$ cat src/rtl/sfb_pkg.sv
package sfb_pkg;
  localparam int CTRL_W          = 8;
  localparam int CTRL_ROLE_BIT   = 4;
  localparam int CTRL_HIZ_BIT    = 3;

  typedef enum logic {
    ROLE_SLAVE  = 1'b0,
    ROLE_MASTER = 1'b1
  } sfb_role_e;

  typedef struct packed {
    sfb_role_e role;
    logic      out_hiz;
  } sfb_ctrl_t;

  localparam sfb_ctrl_t CTRL_RESET = '{role: ROLE_SLAVE, out_hiz: 1'b1};
endpackage

$ cat src/rtl/sfb_sync.sv
module sfb_sync #(
  parameter int WIDTH  = 3,
  parameter int STAGES = 2
) (
  input  logic             clk,
  input  logic             rst_n,
  input  logic [WIDTH-1:0] d_i,
  output logic [WIDTH-1:0] q_o
);
  logic [STAGES-1:0][WIDTH-1:0] stg_q;

  always_ff @(posedge clk or negedge rst_n) begin
    if (!rst_n) stg_q[0] <= '0;
    else        stg_q[0] <= d_i;
  end

  for (genvar s = 1; s < STAGES; s++) begin : g_stage
    always_ff @(posedge clk or negedge rst_n) begin
      if (!rst_n) stg_q[s] <= '0;
      else        stg_q[s] <= stg_q[s-1];
    end
  end

  assign q_o = stg_q[STAGES-1];
endmodule

$ cat src/rtl/sfb_edge.sv
module sfb_edge #(
  parameter int WIDTH = 2
) (
  input  logic             clk,
  input  logic             rst_n,
  input  logic [WIDTH-1:0] lvl_i,
  output logic [WIDTH-1:0] rise_o,
  output logic [WIDTH-1:0] lvl_q_o
);
  logic [WIDTH-1:0] prev_q;

  always_ff @(posedge clk or negedge rst_n) begin
    if (!rst_n) prev_q <= '0;
    else        prev_q <= lvl_i;
  end

  assign rise_o  = lvl_i & ~prev_q;
  assign lvl_q_o = prev_q;
endmodule

$ cat src/rtl/sfb_rx_deser.sv
module sfb_rx_deser #(
  parameter int FRAME_W = 64
) (
  input  logic               clk,
  input  logic               rst_n,
  input  logic               shift_i,
  input  logic               bit_i,
  input  logic               latch_i,
  output logic [FRAME_W-1:0] frame_o,
  output logic               valid_o
);
  logic [FRAME_W-1:0] sh_q;
  logic [FRAME_W-1:0] sh_next;

  always_comb begin
    sh_next = sh_q;
    if (shift_i) sh_next = {bit_i, sh_q[FRAME_W-1:1]};
  end

  always_ff @(posedge clk or negedge rst_n) begin
    if (!rst_n) begin
      sh_q    <= '0;
      frame_o <= '0;
      valid_o <= 1'b0;
    end else begin
      sh_q    <= sh_next;
      valid_o <= latch_i;
      if (latch_i) frame_o <= sh_next;
    end
  end
endmodule

$ cat src/rtl/sfb_tx_ser.sv
module sfb_tx_ser #(
  parameter int FRAME_W = 64
) (
  input  logic               clk,
  input  logic               rst_n,
  input  logic               shift_i,
  input  logic               load_i,
  input  logic               load_valid_i,
  input  logic [FRAME_W-1:0] load_frame_i,
  output logic               bit_o
);
  logic [FRAME_W-1:0] sh_q;

  always_ff @(posedge clk or negedge rst_n) begin
    if (!rst_n) begin
      sh_q <= '0;
    end else if (load_i) begin
      sh_q <= load_valid_i ? load_frame_i : '0;
    end else if (shift_i) begin
      sh_q <= {1'b0, sh_q[FRAME_W-1:1]};
    end
  end

  assign bit_o = sh_q[0];
endmodule

$ cat src/rtl/sfb_port.sv
module sfb_port #(
  parameter int SAMPLE_W    = 16,
  parameter int NUM_CH      = 4,
  parameter int SYNC_STAGES = 2,
  localparam int FRAME_W    = SAMPLE_W * NUM_CH
) (
  input  logic                       clk,
  input  logic                       rst_n,
  input  logic                       bus_clk_i,
  input  logic                       bus_strobe_i,
  input  logic                       bus_data_i,
  input  logic                       loc_clk_i,
  input  logic                       loc_strobe_i,
  input  logic                       ctrl_we_i,
  input  logic [sfb_pkg::CTRL_W-1:0] ctrl_wdata_i,
  output logic [FRAME_W-1:0]         rx_data_o,
  output logic                       rx_valid_o,
  input  logic [FRAME_W-1:0]         tx_data_i,
  input  logic                       tx_valid_i,
  output logic                       tx_ready_o,
  output logic                       bus_data_o,
  output logic                       bus_data_oe_o,
  output logic                       bus_clk_o,
  output logic                       bus_clk_oe_o,
  output logic                       bus_strobe_o,
  output logic                       bus_strobe_oe_o
);
  import sfb_pkg::*;

  localparam int LN_CLK = 0;
  localparam int LN_STB = 1;
  localparam int LN_DAT = 2;
  localparam int N_LN   = 3;

  sfb_ctrl_t ctrl_q;

  always_ff @(posedge clk or negedge rst_n) begin
    if (!rst_n) begin
      ctrl_q <= CTRL_RESET;
    end else if (ctrl_we_i) begin
      ctrl_q.role    <= sfb_role_e'(ctrl_wdata_i[CTRL_ROLE_BIT]);
      ctrl_q.out_hiz <= ctrl_wdata_i[CTRL_HIZ_BIT];
    end
  end

  // timing source selection ahead of the synchronisers
  logic [N_LN-1:0] raw_ln;
  always_comb begin
    raw_ln[LN_DAT] = bus_data_i;
    if (ctrl_q.role == ROLE_MASTER) begin
      raw_ln[LN_CLK] = loc_clk_i;
      raw_ln[LN_STB] = loc_strobe_i;
    end else begin
      raw_ln[LN_CLK] = bus_clk_i;
      raw_ln[LN_STB] = bus_strobe_i;
    end
  end

  logic [N_LN-1:0] sync_ln;
  sfb_sync #(.WIDTH(N_LN), .STAGES(SYNC_STAGES)) u_sync (
    .clk   (clk),
    .rst_n (rst_n),
    .d_i   (raw_ln),
    .q_o   (sync_ln)
  );

  logic [1:0] rise;
  logic [1:0] lvl_q;
  sfb_edge #(.WIDTH(2)) u_edge (
    .clk     (clk),
    .rst_n   (rst_n),
    .lvl_i   (sync_ln[LN_STB:LN_CLK]),
    .rise_o  (rise),
    .lvl_q_o (lvl_q)
  );

  logic bit_edge;
  logic frame_edge;
  assign bit_edge   = rise[LN_CLK];
  assign frame_edge = rise[LN_STB];

  sfb_rx_deser #(.FRAME_W(FRAME_W)) u_rx (
    .clk     (clk),
    .rst_n   (rst_n),
    .shift_i (bit_edge),
    .bit_i   (sync_ln[LN_DAT]),
    .latch_i (frame_edge),
    .frame_o (rx_data_o),
    .valid_o (rx_valid_o)
  );

  // transmit load follows the receive latch by one cycle
  assign tx_ready_o = rx_valid_o;

  sfb_tx_ser #(.FRAME_W(FRAME_W)) u_tx (
    .clk          (clk),
    .rst_n        (rst_n),
    .shift_i      (bit_edge),
    .load_i       (tx_ready_o),
    .load_valid_i (tx_valid_i),
    .load_frame_i (tx_data_i),
    .bit_o        (bus_data_o)
  );

  assign bus_clk_o       = lvl_q[LN_CLK];
  assign bus_strobe_o    = lvl_q[LN_STB];
  assign bus_data_oe_o   = ~ctrl_q.out_hiz;
  assign bus_clk_oe_o    = ~ctrl_q.out_hiz;
  assign bus_strobe_oe_o = ~ctrl_q.out_hiz;
endmodule

$ cat config.mk
export PLATFORM = sky130hd
export DESIGN_NAME = sfb_port
export DESIGN_NICKNAME = d
export VERILOG_FILES = /design/src/rtl/sfb_pkg.sv /design/src/rtl/sfb_sync.sv /design/src/rtl/sfb_edge.sv /design/src/rtl/sfb_rx_deser.sv /design/src/rtl/sfb_tx_ser.sv /design/src/rtl/sfb_port.sv
export SDC_FILE = /design/constraint.sdc
export NUM_CORES = 1
export LEC_CHECK = 0
export ABC_CLOCK_PERIOD_IN_PS = 3210
export BUFFER_PORTS_ARGS = -buffer_cell sky130_fd_sc_hd__buf_4
export CORE_ASPECT_RATIO = 0.9
export CORE_UTILIZATION = 61
export DETAILED_ROUTE_END_ITERATION = 8
export PLACE_DENSITY = 0.89
export RECOVER_POWER = 25
export SLEW_MARGIN = 20
export SYNTH_ARGS = -nofsm -noshare
export SYNTH_HDL_FRONTEND = slang
export SYNTH_HIERARCHICAL = 1
export SYNTH_SLANG_ARGS = --single-unit
$ cat constraint.sdc
create_clock -name clk -period 3.21 [get_ports clk]
set_clock_uncertainty 0.2 [all_clocks]
set_input_delay 0.1605 -clock clk [delete_from_list [all_inputs] [get_ports clk]]
set_output_delay 0.1605 -clock clk [all_outputs]
set_load 0.005 [all_outputs]
Word-level counts from Yosys, hierarchy flattened:

Index checks and enable logic that the tools add are counted.

* bitwise logic cells: 3
* muxes and demuxes: 5
* reduce and logical (&&, ||, !) cells: 1

Operators with widths (number)
* 2-to-1 mux 64 bit: 4
* AND 2 bit: 1
* 2-to-1 mux 2 bit: 1
* NOT 2 bit: 1
* nonzero test 2 bit: 1
* NOT 1 bit: 1

* logic and storage cells: 18
* bits of input ports: 81
* output and inout port bits: 72
* register bits after elaboration: 203

Depth between registers and ports, before layout:

Gate-level depths: netlist of the first run.

* depth after elaboration: 4
* mapped depth: 6
* gate-level depth less buffers: 3

Hierarchy:

Netlist of the first run, hierarchy kept.

By module, submodules not included
* sfb_rx_deser: instances 1, sequential area each 3228.1 µm², cells each 271, area an instance 5286.3 µm²
* sfb_tx_ser: instances 1, sequential area each 1601.5 µm², cells each 216, area an instance 3357.0 µm²
* sfb_sync: instances 1, sequential area each 150.1 µm², cells each 9, area an instance 172.7 µm²
* sfb_port: instances 1, sequential area each 51.3 µm², cells each 10, area an instance 122.6 µm²
* sfb_edge: instances 1, sequential area each 50.0 µm², cells each 4, area an instance 77.6 µm²

Worst setup path after synthesis of the first run:

OpenSTA, ideal clock, no wires.

* path kind: reg2reg
* start point: register u_sync.stg_q (netlist bit u_sync/q_o[0])
* end point: register u_rx.frame_o[1]
* setup time: 0.125 ns
* data arrival time: 1.429 ns
* period minus slack after synthesis: 1.754 ns
* cell stages (with the launch flop): 7
* setup slack: 1.456 ns
* path buffers: 3
* data required time: 2.885 ns
* path through: dfrtp_1 -> buf_4 -> nor2b_4 -> buf_6 -> buf_12 -> mux2_4 -> mux2_4

* word-level cells in the longest chain between the ends: 2

Ends and longest elaborated chain
* start: declaration: RTL line sfb_sync.sv:10 `logic [STAGES-1:0][WIDTH-1:0] stg_q;`
* start signal: indexed assignment: RTL line sfb_sync.sv:20 `else stg_q[s] <= stg_q[s-1];`
* AND 2 bit: RTL line sfb_edge.sv:17 `assign rise_o = lvl_i & ~prev_q;`
* via rise[0]: RTL line sfb_port.sv:67 `logic [1:0] rise;`
* 2-to-1 mux 64 bit: RTL line sfb_rx_deser.sv:17 `if (shift_i) sh_next = {bit_i, sh_q[FRAME_W-1:1]};`
* via u_rx.sh_next[1]: RTL line sfb_rx_deser.sv:13 `logic [FRAME_W-1:0] sh_next;`
* end signal: assignment: RTL line sfb_rx_deser.sv:28 `if (latch_i) frame_o <= sh_next;`
* end: declaration: RTL line sfb_rx_deser.sv:9 `output logic [FRAME_W-1:0] frame_o,`

The timed path passes the listed nets, and every way through them passes these cells.
A chain may end at the register's enable or synchronous reset.

Worst setup path after layout of the first run:

* start point: register u_edge.prev_q[1] (netlist: u_edge/lvl_q_o[1])
* end point: register u_rx.frame_o[39]

* word-level cells in the longest chain between the ends: 2

Ends and longest elaborated chain
* start: declaration: RTL line sfb_edge.sv:10 `logic [WIDTH-1:0] prev_q;`
* start signal: assignment: RTL line sfb_edge.sv:14 `else prev_q <= lvl_i;`
* NOT 2 bit: RTL line sfb_edge.sv:17
* AND 2 bit: RTL line sfb_edge.sv:17
* via rise[1]: RTL line sfb_port.sv:67

The timed path passes the listed nets, and every way through them passes these cells.

==> flow_summary.toml, run 1 <==
[outcome]
outcome = "complete, but fails checks"
violations = "capacitance limit, slew limit"

[job]
max_cap_violations = 1

[clocking]
clk_path_buf_depth = 3
cts_num_sinks = 203
cts.clk_slew.worst_paths_ns = 0.06
htreeDepth = 1
numCtsBuffers = 21
cts_tree = "done"
worstSkewPairLatency_ns = 0.47
root_buffer = "clkbuf_16"
cts_setup_buffers = 0
cts_resized = 0
ctsHoldBuffers = 76

[logic_synthesis]
yosysSeqAreaShare_pct = 56.36
synthCells = 510
synthArstFlopShare_pct = 100.0
syn_area_per_cell_sq_um = 17.68
synth.ff_latch_count = 203
ys_types = 21
synth.area.top_cells = "dfrtp_1 56%, mux2_4 20%, o2bb2ai_2 9.8%"
yosysMostFrequentCell = "dfrtp_1"
synth_ff_type = "dfrtp_1"
synth_edf_count = 0
netlist_top_cells_count = "202 x dfrtp_1, 120 x mux2_4, 63 x mux2i_1"
netlist_area_sq_um = 9016
syn_nets = 591
synth_top_area_share_pct = 56.06
synth_top_area_cell = "dfrtp_1"
synth_warnings = 6

[critical_path]
worstPathRequired_ns = 3.37
critPathKind = "flop to flop"
worst_path_max_delay_cell = "nor2b_1"
crit_chain = "nor2b_1 -> buf_4 -> mux2_4"
worstPathArrival_ns = 2.84
max_stage_delay_ns = 1.19
cp_max_fo = 14
endpoint_kind = "flop"
cp-start-kind = "flop"

[floorplanning]
ios = 153
rows = 41
die_y_microns = 117.3
coreArea_sq_um = 14210
die_w_microns = 130.2
start_util_pct = 63.45
dieArea_sq_um = 15270

[global_routing]
grt-ovfl-total = 0
grt_max_degree = 96
globalRouteTotalUtil_pct = 24.40
grt_pass1_wl_mm = 29.27
first_global_vias = 5625
antenna_found_initial = 1

[pwr]
pwr-share-comb_pct = 20.7
vdd_ir_drop_max_v = 0.0005086
p_switching_w = 0.001837
leakagePower_nw = 5.519
p_seq_share_pct = 45.3
clock_power_share_pct = 34.0
internal_power_w = 0.005365
power.density_nw_per_um2 = 624.5
swShare_pct = 25.51

[timing]
rsz0062_at_grt = "false"
maxSlewViolCount = 14
maxSlewHeadroom_pct = -5.557
post-route-min-period_ns = 2.688
fmax_ghz = 0.3720
tightest_slew_ns = 1.580
hold_viol = 0
finalHoldWorstSlack_ns = 0.09586
finalSetupTns_ns = 0
setup_viol = 0
finalCritPeriodShare_pct = 83.75

[routing]
dr.pass1.iters = 4
drt_iter0_drc = 220
drt-vias-per-instance = 5.356
drtAntennaViolNets = 0
wl_mm = 17.64
routedWlPerCell_microns = 18.95
drt_drc_violations_left = 0
dr_total_vias = 4986

[cells_and_area]
final_util_pct = 81.16
area_growth_pct = 27.91
drive_gt1_share_pct = 51.97
nets = 806

[min_path]
hp-class = "input port to async pin"

[placement]
place_congestion = 0.7302
portBuffers = 146
dp_hpwl_mm = 10.07
==> state kept, by name, indices dropped and copies added (netlist names) <==
| register | cells |
|---|---|
| u_rx/valid_o | 1 |
| u_sync/stg_q | 3 |
| u_tx/sh_q | 64 |
| ctrl_q | 2 |
| u_rx/frame_o | 64 |
| u_edge/lvl_q_o | 2 |
| u_sync/q_o | 3 |
| u_rx/sh_q | 64 |
==> per-stage QoR <==
stage                     instances  total power (W)  setup slack, ns  instance area [sq um]
after global routing            931         0.007519           0.3741                  11530
after floorplan                 510         0.004209            1.456                   9016
after CTS                       930         0.007240           0.8826                  11560
after global placement          819         0.004587            1.111                  10090
final                           931         0.007202           0.5216                  11530
after detailed placement        819         0.004670            1.021                  10090
==> worst paths after layout <==
check / start / to / slack [ns] / cells past startpoint
max: u_edge/lvl_q_o[1] / u_rx/frame_o[39] / 0.52 / 3
min: rst_n / u_tx/sh_q[8] / 0.1 / 2
max reg2reg: u_edge/lvl_q_o[1] / u_rx/frame_o[39] / 0.52 / 3
min reg2reg: u_sync/stg_q[2] / u_sync/q_o[2] / 0.16 / 0
max in group asynchronous: rst_n / u_rx/frame_o[46] / 1.16 / 3
min in group clk: u_sync/stg_q[2] / u_sync/q_o[2] / 0.16 / 0
==> placed cells by master, fill, tap and decap left out, drive strengths merged <==
cell         netlist  layout
and2               1       1
nor2               1       1
o2bb2ai           61      61
dlygate4sd3        0      76
bufinv             0       2
a22o               1       1
clkinv             0       2
inv                1       1
mux2             132     132
mux2i             63      63
nor2b              2       2
dfrtp            202     202
clkbuf             7      37
o21ai              2       2
diode              0       1
dfstp              1       1
buf               34     151
nand3              2       2
==> worst max-delay path: cells and delay by family (launching register included) <==
kind / cells / cell delay (ns)
buffers and inverters: 1 / 0.45
flip-flops: 1 / 0.38
multiplexers: 1 / 0.34
AND/OR/NAND/NOR: 1 / 1.19
==> cells by family after synthesis <==
group                  Yosys count  share of synthesized area (%)
muxes                          195                          28.48
DFF                            203                          56.36
AOI/OAI and AO/OA               64                          10.23
buffers and inverters           42                          4.413
and+or+nand+nor                  6                         0.5274
==> metal layers <==
layer,part of all wire (%),GRT usage [%],wire length [microns]
met4,2.7,7.122,478
met5,0,0,0
met1,42,31.67,7418
met2,52,41.82,9200
met3,3.1,3.969,546
==> layout make-up <==
| cell class | count | area, sq um |
|---|---|---|
| antenna | 1 | 2.502 |
| clock buffer | 31 | 633.1 |
| clock inverter | 4 | 70.07 |
| fill | 732 | 2678 |
| inverter | 1 | 3.754 |
| multi-input combinational | 265 | 3532 |
| sequential | 203 | 5085 |
| tap | 193 | 241.5 |
| timing repair buffer | 233 | 1964 |
==> power groups by stage <==
stage	combinational [W]	clock [W]	sequential, W
4_1_cts	0.00149	0.00250	0.00325
2_1_floorplan	0.000998	0	0.00321
3_3_place_gp	0.00134	0	0.00325
3_5_place_dp	0.00139	0	0.00328
5_1_grt	0.00160	0.00262	0.00330
6_report	0.00149	0.00245	0.00326
(Power assumes the default switching activity.)
==> inputs of run 2 (changes only) <==
Settings changed: ABC_CLOCK_PERIOD_IN_PS 3210 to 2500, CORE_UTILIZATION 61 to 56, PLACE_DENSITY 0.89 to 0.83.
Clock period 3.21 ns to 2.5 ns, I/O delays scaled along.
==> flow_summary.toml, run 2 (synthesis gave the netlist of run 1 again) <==
[outcome]
outcome = "complete, but fails checks"
violations = "capacitance limit, slew limit"

[routing]
drt_iter0_drc = 220
drt-vias-per-instance = 5.282
drt_drc_violations_left = 0
dr.pass1.iters = 4
dr_total_vias = 4981
wl_mm = 18.17
routedWlPerCell_microns = 19.27
drtAntennaViolNets = 0

[min_path]
hp-class = "input port to flop"
hold_start = "bus_data_i"
holdPathStages = 2
holdPathEnd = "u_sync/stg_q[2]"

[critical_path]
timing.rr.start = "u_rx/valid_o"
cp-start-kind = "flop"
critical_path.top_delay_family = "buffers and inverters"
rrSetupSlack_ns = 0.22
worstPathArrival_ns = 2.48
crit_chain = "buf_6 -> nand3_1 -> dlygate4sd3_1 -> o21ai_1"
r2r_end = "u_tx/sh_q[62]"
path_buf_inv = 2
max_stage_delay_ns = 0.61
critPathKind = "flop to flop"
reg2reg_depth = 4
path_depth = 4
worst_path_max_delay_cell = "dfrtp_4"
endpoint_kind = "flop"
worstPathRequired_ns = 2.70
cp_max_fo = 53

[global_routing]
grtUsageMet2_pct = 40.63
met3_usage_pct = 3.387
globalRouteTotalUtil_pct = 22.30
antenna_found_initial = 0
grt_pass1_wl_mm = 28.97
grt-ovfl-total = 0
first_global_vias = 5473
busiest_layer = "met2"
grt_max_degree = 70
met1_usage_pct = 27.98

[timing]
tightest_slew_ns = 1.724
post-route-min-period_ns = 2.276
maxSlewViolCount = 69
hold_viol = 0
setup_viol = 0
fmax_ghz = 0.4393
finalHoldWorstSlack_ns = 0.1408
finalCritPeriodShare_pct = 91.05
rsz0062_at_grt = "false"
maxSlewHeadroom_pct = -14.96
finalSetupTns_ns = 0

[clocking]
worstSkewPairLatency_ns = 0.48
numCtsBuffers = 21
htreeDepth = 1
cts_tree = "done"
clk_path_buf_depth = 3
cts_setup_buffers = 0
cts_num_sinks = 203
cts.clk_slew.worst_paths_ns = 0.06
root_buffer = "clkbuf_16"

[cells_and_area]
n_antenna_cell = 0
final_util_pct = 74.50
drive_gt1_share_pct = 52.09
layout_common_cells = "201 x dfrtp_1, 146 x buf_4, 120 x mux2_4, 76 x dlygate4sd3_1, 63 x mux2i_1"
fillCellCount = 924
reg_top3 = "u_rx/frame_o: 64 flops, u_rx/sh_q: 64 flops, u_tx/sh_q: 64 flops"
area_growth_pct = 28.48
final_common_cell = "dfrtp_1"
layout.cells.non_filler = 943
nets = 809

[floorplanning]
start_util_pct = 57.99
die_w_microns = 135.8
rows = 43
die_y_microns = 122.4
ios = 153
dieArea_sq_um = 16610
coreArea_sq_um = 15550

[pwr]
clock_power_share_pct = 31.5
vdd_ir_drop_max_v = 0.0007454
p_switching_w = 0.002338
p_seq_share_pct = 46.9
power.density_nw_per_um2 = 770.0
pwr-share-comb_pct = 21.6
internal_power_w = 0.006581
leakagePower_nw = 5.533
swShare_pct = 26.21

[placement]
place_congestion = 0.7504
dp.cells = 831
dp_hpwl_mm = 10.63
portBuffers = 146

[job]
max_cap_violations = 1
-- run 2: worst max path at each step --
stage,startpoint,end
after CTS,u_rx/valid_o,u_tx/sh_q[62]
final,u_rx/valid_o,u_tx/sh_q[62]
after global routing,rst_n,u_tx/sh_q[7]
after global placement,u_edge/lvl_q_o[0],u_rx/frame_o[29]
after detailed placement,u_edge/lvl_q_o[0],u_rx/frame_o[28]
after floorplan,u_sync/q_o[0],u_rx/frame_o[1]
-- run 2: metrics by stage --
stage | power (W) | setup WS [ns] | cell area, sq um
after floorplan | 0.005404 | 0.7463 | 9016
after global placement | 0.005943 | 0.4765 | 10230
after detailed placement | 0.006038 | 0.4401 | 10230
after CTS | 0.008983 | 0.09983 | 11600
after global routing | 0.009320 | 0.09782 | 11580
final | 0.008919 | 0.2236 | 11580
-- run 2: final cells by class --
class	count	area [sq um]	share of cell area, %
clock inverter	7	35.03	0.3024
inverter	1	3.754	0.03240
multi-input combinational	265	3540	30.56
clock buffer	29	575.6	4.969
timing repair buffer	236	2092	18.06
tap	202	252.7	2.182
sequential	203	5085	43.90
-- run 2: power groups by stage --
stage	combinational [W]	sequential, W	clock, W
finish	0.00193	0.00418	0.00281
global route	0.00207	0.00424	0.00301
CTS	0.00193	0.00417	0.00288
detailed placement	0.00182	0.00422	0
global placement	0.00175	0.00419	0
floorplan	0.00128	0.00412	0
-- run 2: layer usage --
| layer | part of all wire (%) | vias to the layer above |
|---|---|---|
| met5 | 0 | - |
| met4 | 1.6 | 0 |
| met3 | 2.9 | 23 |
| met2 | 53 | 99 |
| met1 | 42 | 2570 |
| li1 | - | 2289 |
-- run 2: timing repair --
action | CTS | global route
hold buffers | 76 | 0
resized for setup | 0 | 1
endpoints found under the setup margin | 0 | 2
endpoints found under the hold margin | 272 | 0
